### config.mk
export PLATFORM = sky130hd
export DESIGN_NAME = kbc_host_if
export DESIGN_NICKNAME = d
export VERILOG_FILES = /design/src/rtl/kbc_pkg.sv /design/src/rtl/kbc_in_latch.sv /design/src/rtl/kbc_cmd_seq.sv /design/src/rtl/kbc_out_buf.sv /design/src/rtl/kbc_host_if.sv
export SDC_FILE = /design/constraint.sdc
export NUM_CORES = 1
export LEC_CHECK = 0
export BUFFER_PORTS_ARGS = -buffer_cell sky130_fd_sc_hd__buf_2
export CAP_MARGIN = 20
export CORE_AREA = 4 4 85 87
export CTS_CLUSTER_SIZE = 28
export DETAILED_ROUTE_END_ITERATION = 7
export DIE_AREA = 0 0 89 91
export SLEW_MARGIN = 20
export SYNTH_ARGS = -nofsm -noshare
export SYNTH_HDL_FRONTEND = slang
export SYNTH_SLANG_ARGS = --single-unit
### constraint.sdc
create_clock -name clk -period 2.4 [get_ports clk]
set_input_delay 0.36 -clock clk [delete_from_list [all_inputs] [get_ports clk]]
set_output_delay 0.36 -clock clk [all_outputs]
set_load 0.05 [all_outputs]
### src/rtl/kbc_pkg.sv
package kbc_pkg;

    localparam int unsigned BYTE_W = 8;

    typedef logic [BYTE_W-1:0] byte_t;

    typedef enum logic [2:0] {
        ARG_NONE,
        ARG_CFG,
        ARG_OBUF,
        ARG_AUX,
        ARG_PASS
    } arg_kind_e;

    typedef struct packed {
        logic  valid;
        logic  is_cmd;
        byte_t data;
    } host_byte_t;

    typedef struct packed {
        logic  valid;
        byte_t data;
    } byte_evt_t;

    localparam byte_t OP_RD_CFG    = 8'h20;
    localparam byte_t OP_WR_CFG    = 8'h60;
    localparam byte_t OP_PW_TEST   = 8'hA4;
    localparam byte_t OP_PW_LOAD   = 8'hA5;
    localparam byte_t OP_AUX_OFF   = 8'hA7;
    localparam byte_t OP_AUX_ON    = 8'hA8;
    localparam byte_t OP_AUX_TEST  = 8'hA9;
    localparam byte_t OP_SELF_TEST = 8'hAA;
    localparam byte_t OP_KBD_TEST  = 8'hAB;
    localparam byte_t OP_KBD_OFF   = 8'hAD;
    localparam byte_t OP_KBD_ON    = 8'hAE;
    localparam byte_t OP_WR_OBUF   = 8'hD2;
    localparam byte_t OP_WR_AUX    = 8'hD4;

    localparam byte_t RSP_SELF_OK = 8'h55;
    localparam byte_t RSP_PW_YES  = 8'hFA;
    localparam byte_t RSP_PW_NO   = 8'hF1;

    localparam int CFG_IRQ_EN  = 0;
    localparam int CFG_SYS     = 2;
    localparam int CFG_KBD_OFF = 4;
    localparam int CFG_AUX_OFF = 5;
    localparam int CFG_RSVD    = 7;

    function automatic logic is_known_cmd(input byte_t op);
        case (op)
            OP_RD_CFG, OP_WR_CFG, OP_PW_TEST, OP_PW_LOAD, OP_AUX_OFF,
            OP_AUX_ON, OP_AUX_TEST, OP_SELF_TEST, OP_KBD_TEST, OP_KBD_OFF,
            OP_KBD_ON, OP_WR_OBUF, OP_WR_AUX: return 1'b1;
            default: return 1'b0;
        endcase
    endfunction

    function automatic byte_t pack_status(input logic obf, input logic ibf,
                                          input logic sys, input logic cmd,
                                          input logic kbd, input logic [2:0] err);
        return {err, kbd, cmd, sys, ibf, obf};
    endfunction

endpackage

### src/rtl/kbc_in_latch.sv
module kbc_in_latch
    import kbc_pkg::*;
(
    input  logic       clk,
    input  logic       rst,
    input  logic       wr,
    input  logic       addr,
    input  byte_t      wdata,
    output host_byte_t ib,
    output logic       cmd_flag
);

    host_byte_t ib_q;
    logic       cmd_q;

    always_ff @(posedge clk) begin
        if (rst) begin
            ib_q  <= '0;
            cmd_q <= 1'b0;
        end else if (wr && !ib_q.valid) begin
            ib_q.valid  <= 1'b1;
            ib_q.is_cmd <= addr;
            ib_q.data   <= wdata;
            cmd_q       <= addr;
        end else begin
            ib_q.valid <= 1'b0;
        end
    end

    assign ib       = ib_q;
    assign cmd_flag = cmd_q;

    AST_IBF_ONE_CYCLE: assert property (@(posedge clk) disable iff (rst)
        ib_q.valid |=> !ib_q.valid);

endmodule

### src/rtl/kbc_cmd_seq.sv
module kbc_cmd_seq
    import kbc_pkg::*;
#(
    parameter int unsigned CODE_W = 3
) (
    input  logic              clk,
    input  logic              rst,
    input  host_byte_t        ib,
    input  logic [CODE_W-1:0] kbd_code,
    input  logic [CODE_W-1:0] aux_code,
    output byte_t             cfg,
    output byte_evt_t         reply,
    output byte_evt_t         kbd_tx,
    output byte_evt_t         aux_tx
);

    localparam int unsigned PAD_W = BYTE_W - CODE_W;

    byte_t     cfg_q, cfg_n;
    arg_kind_e arg_q, arg_n;
    logic      pw_inst_q, pw_inst_n;
    logic      pw_seen_q, pw_seen_n;
    byte_evt_t kbd_q, kbd_n, aux_q, aux_n;
    byte_evt_t reply_n;

    always_comb begin
        cfg_n     = cfg_q;
        arg_n     = arg_q;
        pw_inst_n = pw_inst_q;
        pw_seen_n = pw_seen_q;
        kbd_n     = '0;
        aux_n     = '0;
        reply_n   = '0;
        if (ib.valid && ib.is_cmd) begin
            if (is_known_cmd(ib.data)) begin
                arg_n = ARG_NONE;
            end
            case (ib.data)
                OP_RD_CFG: begin
                    reply_n.valid = 1'b1;
                    reply_n.data  = cfg_q;
                end
                OP_WR_CFG:  arg_n = ARG_CFG;
                OP_WR_OBUF: arg_n = ARG_OBUF;
                OP_WR_AUX:  arg_n = ARG_AUX;
                OP_PW_LOAD: begin
                    arg_n     = ARG_PASS;
                    pw_seen_n = 1'b0;
                end
                OP_PW_TEST: begin
                    reply_n.valid = 1'b1;
                    reply_n.data  = pw_inst_q ? RSP_PW_YES : RSP_PW_NO;
                end
                OP_SELF_TEST: begin
                    reply_n.valid = 1'b1;
                    reply_n.data  = RSP_SELF_OK;
                end
                OP_KBD_TEST: begin
                    reply_n.valid = 1'b1;
                    reply_n.data  = {{PAD_W{1'b0}}, kbd_code};
                end
                OP_AUX_TEST: begin
                    reply_n.valid = 1'b1;
                    reply_n.data  = {{PAD_W{1'b0}}, aux_code};
                end
                OP_KBD_OFF: cfg_n[CFG_KBD_OFF] = 1'b1;
                OP_KBD_ON:  cfg_n[CFG_KBD_OFF] = 1'b0;
                OP_AUX_OFF: cfg_n[CFG_AUX_OFF] = 1'b1;
                OP_AUX_ON:  cfg_n[CFG_AUX_OFF] = 1'b0;
                default: ;
            endcase
        end else if (ib.valid) begin
            case (arg_q)
                ARG_CFG: begin
                    cfg_n           = ib.data;
                    cfg_n[CFG_RSVD] = 1'b0;
                    arg_n           = ARG_NONE;
                end
                ARG_OBUF: begin
                    reply_n.valid = 1'b1;
                    reply_n.data  = ib.data;
                    arg_n         = ARG_NONE;
                end
                ARG_AUX: begin
                    aux_n.valid = 1'b1;
                    aux_n.data  = ib.data;
                    arg_n       = ARG_NONE;
                end
                ARG_PASS: begin
                    if (ib.data == '0) begin
                        pw_inst_n = pw_seen_q;
                        pw_seen_n = 1'b0;
                        arg_n     = ARG_NONE;
                    end else begin
                        pw_seen_n = 1'b1;
                    end
                end
                default: begin
                    kbd_n.valid = 1'b1;
                    kbd_n.data  = ib.data;
                end
            endcase
        end
    end

    always_ff @(posedge clk) begin
        if (rst) begin
            cfg_q     <= '0;
            arg_q     <= ARG_NONE;
            pw_inst_q <= 1'b0;
            pw_seen_q <= 1'b0;
            kbd_q     <= '0;
            aux_q     <= '0;
        end else begin
            cfg_q     <= cfg_n;
            arg_q     <= arg_n;
            pw_inst_q <= pw_inst_n;
            pw_seen_q <= pw_seen_n;
            kbd_q     <= kbd_n;
            aux_q     <= aux_n;
        end
    end

    assign cfg    = cfg_q;
    assign reply  = reply_n;
    assign kbd_tx = kbd_q;
    assign aux_tx = aux_q;

    AST_CFG_RSVD_ZERO: assert property (@(posedge clk) disable iff (rst)
        !cfg_q[CFG_RSVD]);
    AST_TX_EXCLUSIVE: assert property (@(posedge clk) disable iff (rst)
        !(kbd_q.valid && aux_q.valid));
    AST_KBD_TX_FROM_DATA: assert property (@(posedge clk) disable iff (rst)
        kbd_q.valid |-> $past(ib.valid && !ib.is_cmd));
    AST_UNKNOWN_KEEPS_CFG: assert property (@(posedge clk) disable iff (rst)
        (ib.valid && ib.is_cmd && !is_known_cmd(ib.data)) |=> $stable(cfg_q));

endmodule

### src/rtl/kbc_out_buf.sv
module kbc_out_buf
    import kbc_pkg::*;
(
    input  logic      clk,
    input  logic      rst,
    input  byte_evt_t reply,
    input  logic      rx_valid,
    input  byte_t     rx_data,
    input  logic      ibf,
    input  logic      rd_clear,
    output logic      obf,
    output byte_t     obuf,
    output logic      rx_ready
);

    logic  obf_q;
    byte_t obuf_q;
    logic  rx_take;

    assign rx_ready = !obf_q && !ibf;
    assign rx_take  = rx_valid && rx_ready;

    always_ff @(posedge clk) begin
        if (rst) begin
            obf_q  <= 1'b0;
            obuf_q <= '0;
        end else if (reply.valid) begin
            obf_q  <= 1'b1;
            obuf_q <= reply.data;
        end else if (rx_take) begin
            obf_q  <= 1'b1;
            obuf_q <= rx_data;
        end else if (rd_clear) begin
            obf_q <= 1'b0;
        end
    end

    assign obf  = obf_q;
    assign obuf = obuf_q;

    AST_OBF_SOURCE: assert property (@(posedge clk) disable iff (rst)
        $rose(obf_q) |-> $past(reply.valid || (rx_valid && !obf_q && !ibf)));
    AST_FULL_HOLDS: assert property (@(posedge clk) disable iff (rst)
        (obf_q && !ibf) |=> $stable(obuf_q));
    AST_READ_CLEARS: assert property (@(posedge clk) disable iff (rst)
        (rd_clear && !reply.valid && obf_q) |=> !obf_q);

endmodule

### src/rtl/kbc_host_if.sv
module kbc_host_if
    import kbc_pkg::*;
#(
    parameter int unsigned CODE_W = 3
) (
    input  logic              clk,
    input  logic              rst,
    input  logic              host_wr,
    input  logic              host_rd,
    input  logic              host_addr,
    input  logic [7:0]        host_wdata,
    output logic [7:0]        host_rdata,
    output logic              irq,
    input  logic              kbd_switch_on,
    input  logic [2:0]        dev_err,
    input  logic [CODE_W-1:0] kbd_line_code,
    input  logic [CODE_W-1:0] aux_line_code,
    input  logic              dev_rx_valid,
    input  logic [7:0]        dev_rx_byte,
    output logic              dev_rx_ready,
    output logic              kbd_tx_valid,
    output logic              aux_tx_valid,
    output logic [7:0]        tx_byte,
    output logic [7:0]        cfg_byte
);

    host_byte_t ib;
    logic       cmd_flag;
    byte_t      cfg;
    byte_evt_t  reply, kbd_tx, aux_tx;
    logic       obf;
    byte_t      obuf;
    byte_t      status;

    kbc_in_latch u_in (
        .clk      (clk),
        .rst      (rst),
        .wr       (host_wr),
        .addr     (host_addr),
        .wdata    (host_wdata),
        .ib       (ib),
        .cmd_flag (cmd_flag)
    );

    kbc_cmd_seq #(.CODE_W(CODE_W)) u_seq (
        .clk      (clk),
        .rst      (rst),
        .ib       (ib),
        .kbd_code (kbd_line_code),
        .aux_code (aux_line_code),
        .cfg      (cfg),
        .reply    (reply),
        .kbd_tx   (kbd_tx),
        .aux_tx   (aux_tx)
    );

    kbc_out_buf u_out (
        .clk      (clk),
        .rst      (rst),
        .reply    (reply),
        .rx_valid (dev_rx_valid),
        .rx_data  (dev_rx_byte),
        .ibf      (ib.valid),
        .rd_clear (host_rd && !host_addr),
        .obf      (obf),
        .obuf     (obuf),
        .rx_ready (dev_rx_ready)
    );

    assign status       = pack_status(obf, ib.valid, cfg[CFG_SYS], cmd_flag,
                                      kbd_switch_on, dev_err);
    assign host_rdata   = host_addr ? status : obuf;
    assign irq          = obf && cfg[CFG_IRQ_EN];
    assign kbd_tx_valid = kbd_tx.valid;
    assign aux_tx_valid = aux_tx.valid;
    assign tx_byte      = kbd_tx.valid ? kbd_tx.data : aux_tx.data;
    assign cfg_byte     = cfg;

endmodule

==> metrics.yaml, run 1 <==
clock_network:
  numClockSinks: 49
  numCtsBuffers: 5
  clk_latency_ps: 300
  cts_tree: "done"
  cts.repair.resized: 0
  clkSlewWorstSetupHoldPaths_ps: 90
  h-tree-depth: 2
  post_cts_buffers: 0
  holdBufCountCts: 0
  cts_root_buf: "clkbuf_8"
  cts_buffer_depth: 2
synthesis:
  synth_ff_type: "dfxtp_1"
  seq_area_frac_synth: 0.387
  synth_top_cell_area_share: 0.387
  syn-num-nets: 321
  yosys_register_bits: 49
  ys_async_sr_fraction: 0
  synth_top_cells_by_area: "dfxtp_1 (39%), mux2_2 (7.6%), nand2_1 (4.7%), and2_1 (4.7%), a21oi_1 (4.0%)"
  syn_area_mm2: 0.00253
  ys_warn_count: 0
  postSynthAreaPerCell_um2: 8.77
  synth_area_leader_cell: "dfxtp_1"
  synthDistinctLibCells: 63
  netlist_instances: 289
  synth_edf_count: 0
critical_path:
  crit_path_end_kind: "flop"
  path_class: "reg -> reg"
  cp-startpoint: "u_in.ib[9]"
  r2r-end: "u_out.obuf[5]"
  r2r_cells: 5
  cp-endpoint: "u_out.obuf[5]"
  regToRegSetupSlack_ps: 320
  critical_path_arrival_ps: 2250
  cp_max_fo: 12
  crit_path_start_kind: "flop"
  crit_required_ps: 2570
  reg2reg_from: "u_in.ib[9]"
cells_and_area:
  finalNonFillerCells: 415
  nets: 369
  final_cell_mix: "buf_2 (58), dfxtp_1 (49), nand2_1 (32), nor2_1 (23), a21oi_1 (20)"
  diodes: 0
  fin_util: 0.461
  layout-drive-gt1-share: 0.299
  design_area_mm2: 0.00293
  area_growth_pct: 15.6
  final_common_cell: "buf_2"
die:
  initial_core_util: 0.399
  io_pins: 60
  chipHeight_um: 91
  core_area_mm2: 0.00635
  die_area_mm2: 0.00810
  placementRows: 29
  die_w_um: 89
outcome:
  outcome: "completed"
drt:
  viasPerCell: 5.46
  drc: 0
  ant_nets: 0
  drt_wl_total_mm: 6.61
  highest_layer: "met4"
  avgRoutedWirePerCell_um: 15.9
  first_pass_iters: 4
  met3_length_um: 419
  wl_met2_mm: 3.10
  dr_total_vias: 2264
  drt-met1-wl_mm: 3.02
  drt_iter0_drc: 143
hold_path:
  holdPathStages: 3
  min_path_type: "in -> reg"
sta:
  finalSetupTns_ps: 0
  max_clock_freq_ghz: 0.482
  worstMarginPinSlew_ps: 703
  slew_viol_final: 0
  hold_violations: 0
  slew-limit-headroom: 0.531
  layout_setup_ws_ps: 323
  holdWs_ps: 286
  skew_ps: 5.71
  setup_viol: 0
  fin_crit_sh: 0.865
  rsz0062_at_grt: "no"
  min_period_ps: 2080
global_route:
  globalRouteOverflowTotal: 0
  grt_max_degree: 32
  grt_pass1_vias: 2263
  antenna_found_initial: 0
  gr-usage-all-layers: 0.171
  grt_pass1_wl_mm: 11.1
power:
  power_mw: 1.63
  p_per_area_mw_per_mm2: 556
  p_leak_nw: 1.22
  ir_drop_v: 0.000316
place:
  io_buffer_count: 58
  gp_congestion: 0.870
  post-place-cells: 407
  dp_hpwl_mm: 4.96
  pre_cts_slack_ps: 360
  placed_cell_area_mm2: 0.00283
job:
  max_cap_violations: 0
==> power breakdown <==
| group | switching (mW) | leakage (nW) | internal (mW) |
|---|---|---|---|
| Clock | 0.294 | 0.0487 | 0.213 |
| Combinational | 0.153 | 0.771 | 0.0902 |
| Sequential | 0.0410 | 0.398 | 0.838 |
| Total | 0.488 | 1.22 | 1.14 |
==> synth_stat cells, types with 3 or more instances <==
library cell,instances
a21oi_1,20
a22oi_1,3
and2_1,19
buf_1,3
buf_2,6
buf_6,3
clkbuf_1,7
dfxtp_1,49
inv_1,7
mux2_2,17
mux2i_1,6
nand2_1,32
nand2b_1,4
nand3_1,7
nand4_1,3
nor2_1,23
nor2b_1,3
nor3_1,7
nor4_1,4
o211a_1,4
o21ai_0,6
o221ai_1,3
==> flip-flops by register name, summed over array words and instances, names as in the netlist <==
name	count
u_seq.kbd_tx	9
u_seq.pw_inst_q	1
u_seq.arg_q	3
u_out.obf	1
u_seq.cfg	7
u_in.ib	10
u_seq.aux_tx	9
u_seq.pw_seen_q	1
u_out.obuf	8
==> routing by layer <==
| layer | vias to the layer above | track usage |
|---|---|---|
| li1 | 1123 | - |
| met1 | 1051 | 0.238 |
| met2 | 81 | 0.275 |
| met3 | 9 | 0.0335 |
| met4 | 0 | 0.0372 |
| met5 | - | 0 |
==> worst min path at each step <==
stage	slack (ps)	to	from
final	290	u_in.ib[7]	host_wdata[7]
after global routing	270	u_in.ib[1]	host_wdata[1]
after CTS	280	u_in.ib[0]	host_wdata[0]
after detailed placement	450	u_seq.pw_inst_q	u_seq.pw_seen_q
after global placement	450	u_seq.pw_inst_q	u_seq.pw_seen_q
after floorplan	430	u_seq.pw_inst_q	u_seq.pw_seen_q
==> logic make-up after synthesis <==
logic type      count (synthesis)  share of synthesized area
compound gates                 61                      0.178
xor+xnor                        2                    0.00691
buf+inv                        30                     0.0593
flops                          49                      0.387
mux                            23                     0.0993
other cells                     1                    0.00148
simple gates                  123                      0.268
==> cell type report <==
class / instances / area (µm²)
Fill cell: 645 / 3420
Multi-Input combinational cell: 210 / 1400
Sequential cell: 49 / 981
Timing Repair Buffer: 62 / 320
Tap cell: 77 / 96.3
Clock buffer: 5 / 68.8
Inverter: 9 / 33.8
Clock inverter: 3 / 26.3
==> worst max-delay path: stages (launching register included) <==
cell	delay, ps
dfxtp_1	610
nand2b_1	180
or4_1	570
o211ai_2	200
nand2b_1	280
o22ai_1	100
Power figures use the tool's default switching activity.
==> run 2: changes to the inputs <==
--- a/config.mk
+++ b/config.mk
@@ -7,10 +7,11 @@
 export LEC_CHECK = 0
 export BUFFER_PORTS_ARGS = -buffer_cell sky130_fd_sc_hd__buf_2
 export CAP_MARGIN = 20
-export CORE_AREA = 4 4 85 87
+export CORE_AREA = 4 4 72 74
 export CTS_CLUSTER_SIZE = 28
 export DETAILED_ROUTE_END_ITERATION = 7
-export DIE_AREA = 0 0 89 91
+export DIE_AREA = 0 0 76 78
+export PLACE_DENSITY = 0.82
 export SLEW_MARGIN = 20
 export SYNTH_ARGS = -nofsm -noshare
 export SYNTH_HDL_FRONTEND = slang
==> metrics.yaml, run 2 (synthesis results as in run 1) <==
hold_path:
  min_path_type: "in -> reg"
  hold_start: "host_wdata[5]"
  holdPathStages: 3
global_route:
  top_usage_layer: "met2"
  grt_max_degree: 32
  gr-usage-met3: 0.0441
  gr-usage-all-layers: 0.229
  grt_pass1_wl_mm: 11.2
  grt.met2_usage: 0.384
  antenna_found_initial: 0
  globalRouteOverflowTotal: 0
  grt_pass1_vias: 2282
  globalRouteMet1Util: 0.292
critical_path:
  path_class: "reg -> reg"
  worstPathCellList: "nor4b_1, and2_1, a22oi_2, a2111oi_2, o21a_1"
  crit_path_end_kind: "flop"
  reg2reg_from: "u_in.ib[5]"
  crit_path_start_kind: "flop"
  critPathMaxStageDelay_ps: 540
  r2r_cells: 5
  critical_path_arrival_ps: 2330
  cp_max_fo: 11
  critPathSlowestCell: "dfxtp_1"
  cp-startpoint: "u_in.ib[5]"
  crit_required_ps: 2650
clock_network:
  numCtsBuffers: 5
  numClockSinks: 49
  cts.repair.resized: 0
  cts_tree: "done"
  clk_latency_ps: 310
  holdBufCountCts: 0
  clkSlewWorstSetupHoldPaths_ps: 100
  h-tree-depth: 2
  post_cts_buffers: 0
  cts_buffer_depth: 2
  cts_root_buf: "clkbuf_8"
place:
  gp_congestion: 0.945
  io_buffer_count: 58
  placed_cell_area_mm2: 0.00282
  dp_hpwl_mm: 4.83
  post-place-cells: 386
sta:
  rsz0062_at_grt: "no"
  holdWs_ps: 281
  skew_ps: 6.86
  fin_crit_sh: 0.864
  finalSetupTns_ps: 0
  setup_viol: 0
  min_period_ps: 2070
  worstMarginPinSlew_ps: 669
  slew-limit-headroom: 0.551
  hold_violations: 0
  max_clock_freq_ghz: 0.482
  slew_viol_final: 0
drt:
  ant_nets: 0
  dr_total_vias: 2327
  drt_iter0_drc: 181
  first_pass_iters: 4
  drc: 0
  avgRoutedWirePerCell_um: 16.7
  viasPerCell: 5.91
  drt_wl_total_mm: 6.57
die:
  die_area_mm2: 0.00593
  initial_core_util: 0.551
  placementRows: 25
  io_pins: 60
  core_area_mm2: 0.00460
  die_w_um: 76
  chipHeight_um: 78
cells_and_area:
  regArea_um2: 981
  nets: 371
  num-fill-cells: 408
  final_common_cell: "buf_2"
  multi_input_area_mm2: 0.00140
  final_cell_mix: "buf_2 (58), dfxtp_1 (49), nand2_1 (32), nor2_1 (23), a21oi_1 (20)"
  area_growth_pct: 15.2
  layout-drive-gt1-share: 0.303
  finalNonFillerCells: 394
  diodes: 0
  design_area_mm2: 0.00292
  largest_reg_flops: 10
job:
  max_cap_violations: 0
power:
  p_int_mw: 1.15
  p_leak_nw: 1.23
  pwr-share-comb: 0.151
  switching_power_uw: 504
  swShare: 0.305
  seq_power_share: 0.531
  clock_power_share: 0.318
  ir_drop_v: 0.000370
  p_per_area_mw_per_mm2: 566
outcome:
  outcome: "completed"
run 2: power groups by stage:
stage	Combinational, mW	Clock [mW]	Sequential (mW)
5_1_grt	0.273	0.567	0.881
6_report	0.250	0.526	0.877
3_3_place_gp	0.244	0	0.892
4_1_cts	0.248	0.531	0.875
3_5_place_dp	0.247	0	0.894
2_1_floorplan	0.201	0	0.872
run 2: per-layer routing:
metal | part of all wire | vias to the layer above
li1 | - | 1129
met1 | 0.42 | 1091
met2 | 0.50 | 95
met3 | 0.067 | 12
met4 | 0.016 | 0
met5 | 0 | -
run 2: stage by stage:
stage          worst slack [ps]  total power [mW]  utilization
6_report                    325              1.65        0.635
5_1_grt                     116              1.72        0.635
4_1_cts                     343              1.66        0.635
3_5_place_dp                379              1.14        0.613
3_3_place_gp                492              1.14        0.613
2_1_floorplan               423              1.07            -
run 2: worst paths after layout:
kind / to / slack (ps)
max: u_out.obuf[2] / 330
min: u_in.ib[5] / 280
max reg2reg: u_out.obuf[2] / 330
min reg2reg: u_seq.pw_inst_q / 470
run 2: layout make-up:
class | count | area share
clock buffers | 5 | 0.0236
clock inverters | 3 | 0.00986
inverters | 9 | 0.0116
multi-input cells | 210 | 0.481
flip-flops and latches | 49 | 0.336
well taps | 54 | 0.0232
repair buffers | 64 | 0.115
run 2: critical path: cells and delay by family, from the launching register on:
kind             cells  cell delay, ps
AO/OA/AOI/OAI        3             680
AND/OR/NAND/NOR      2             800
flip-flops           1             540
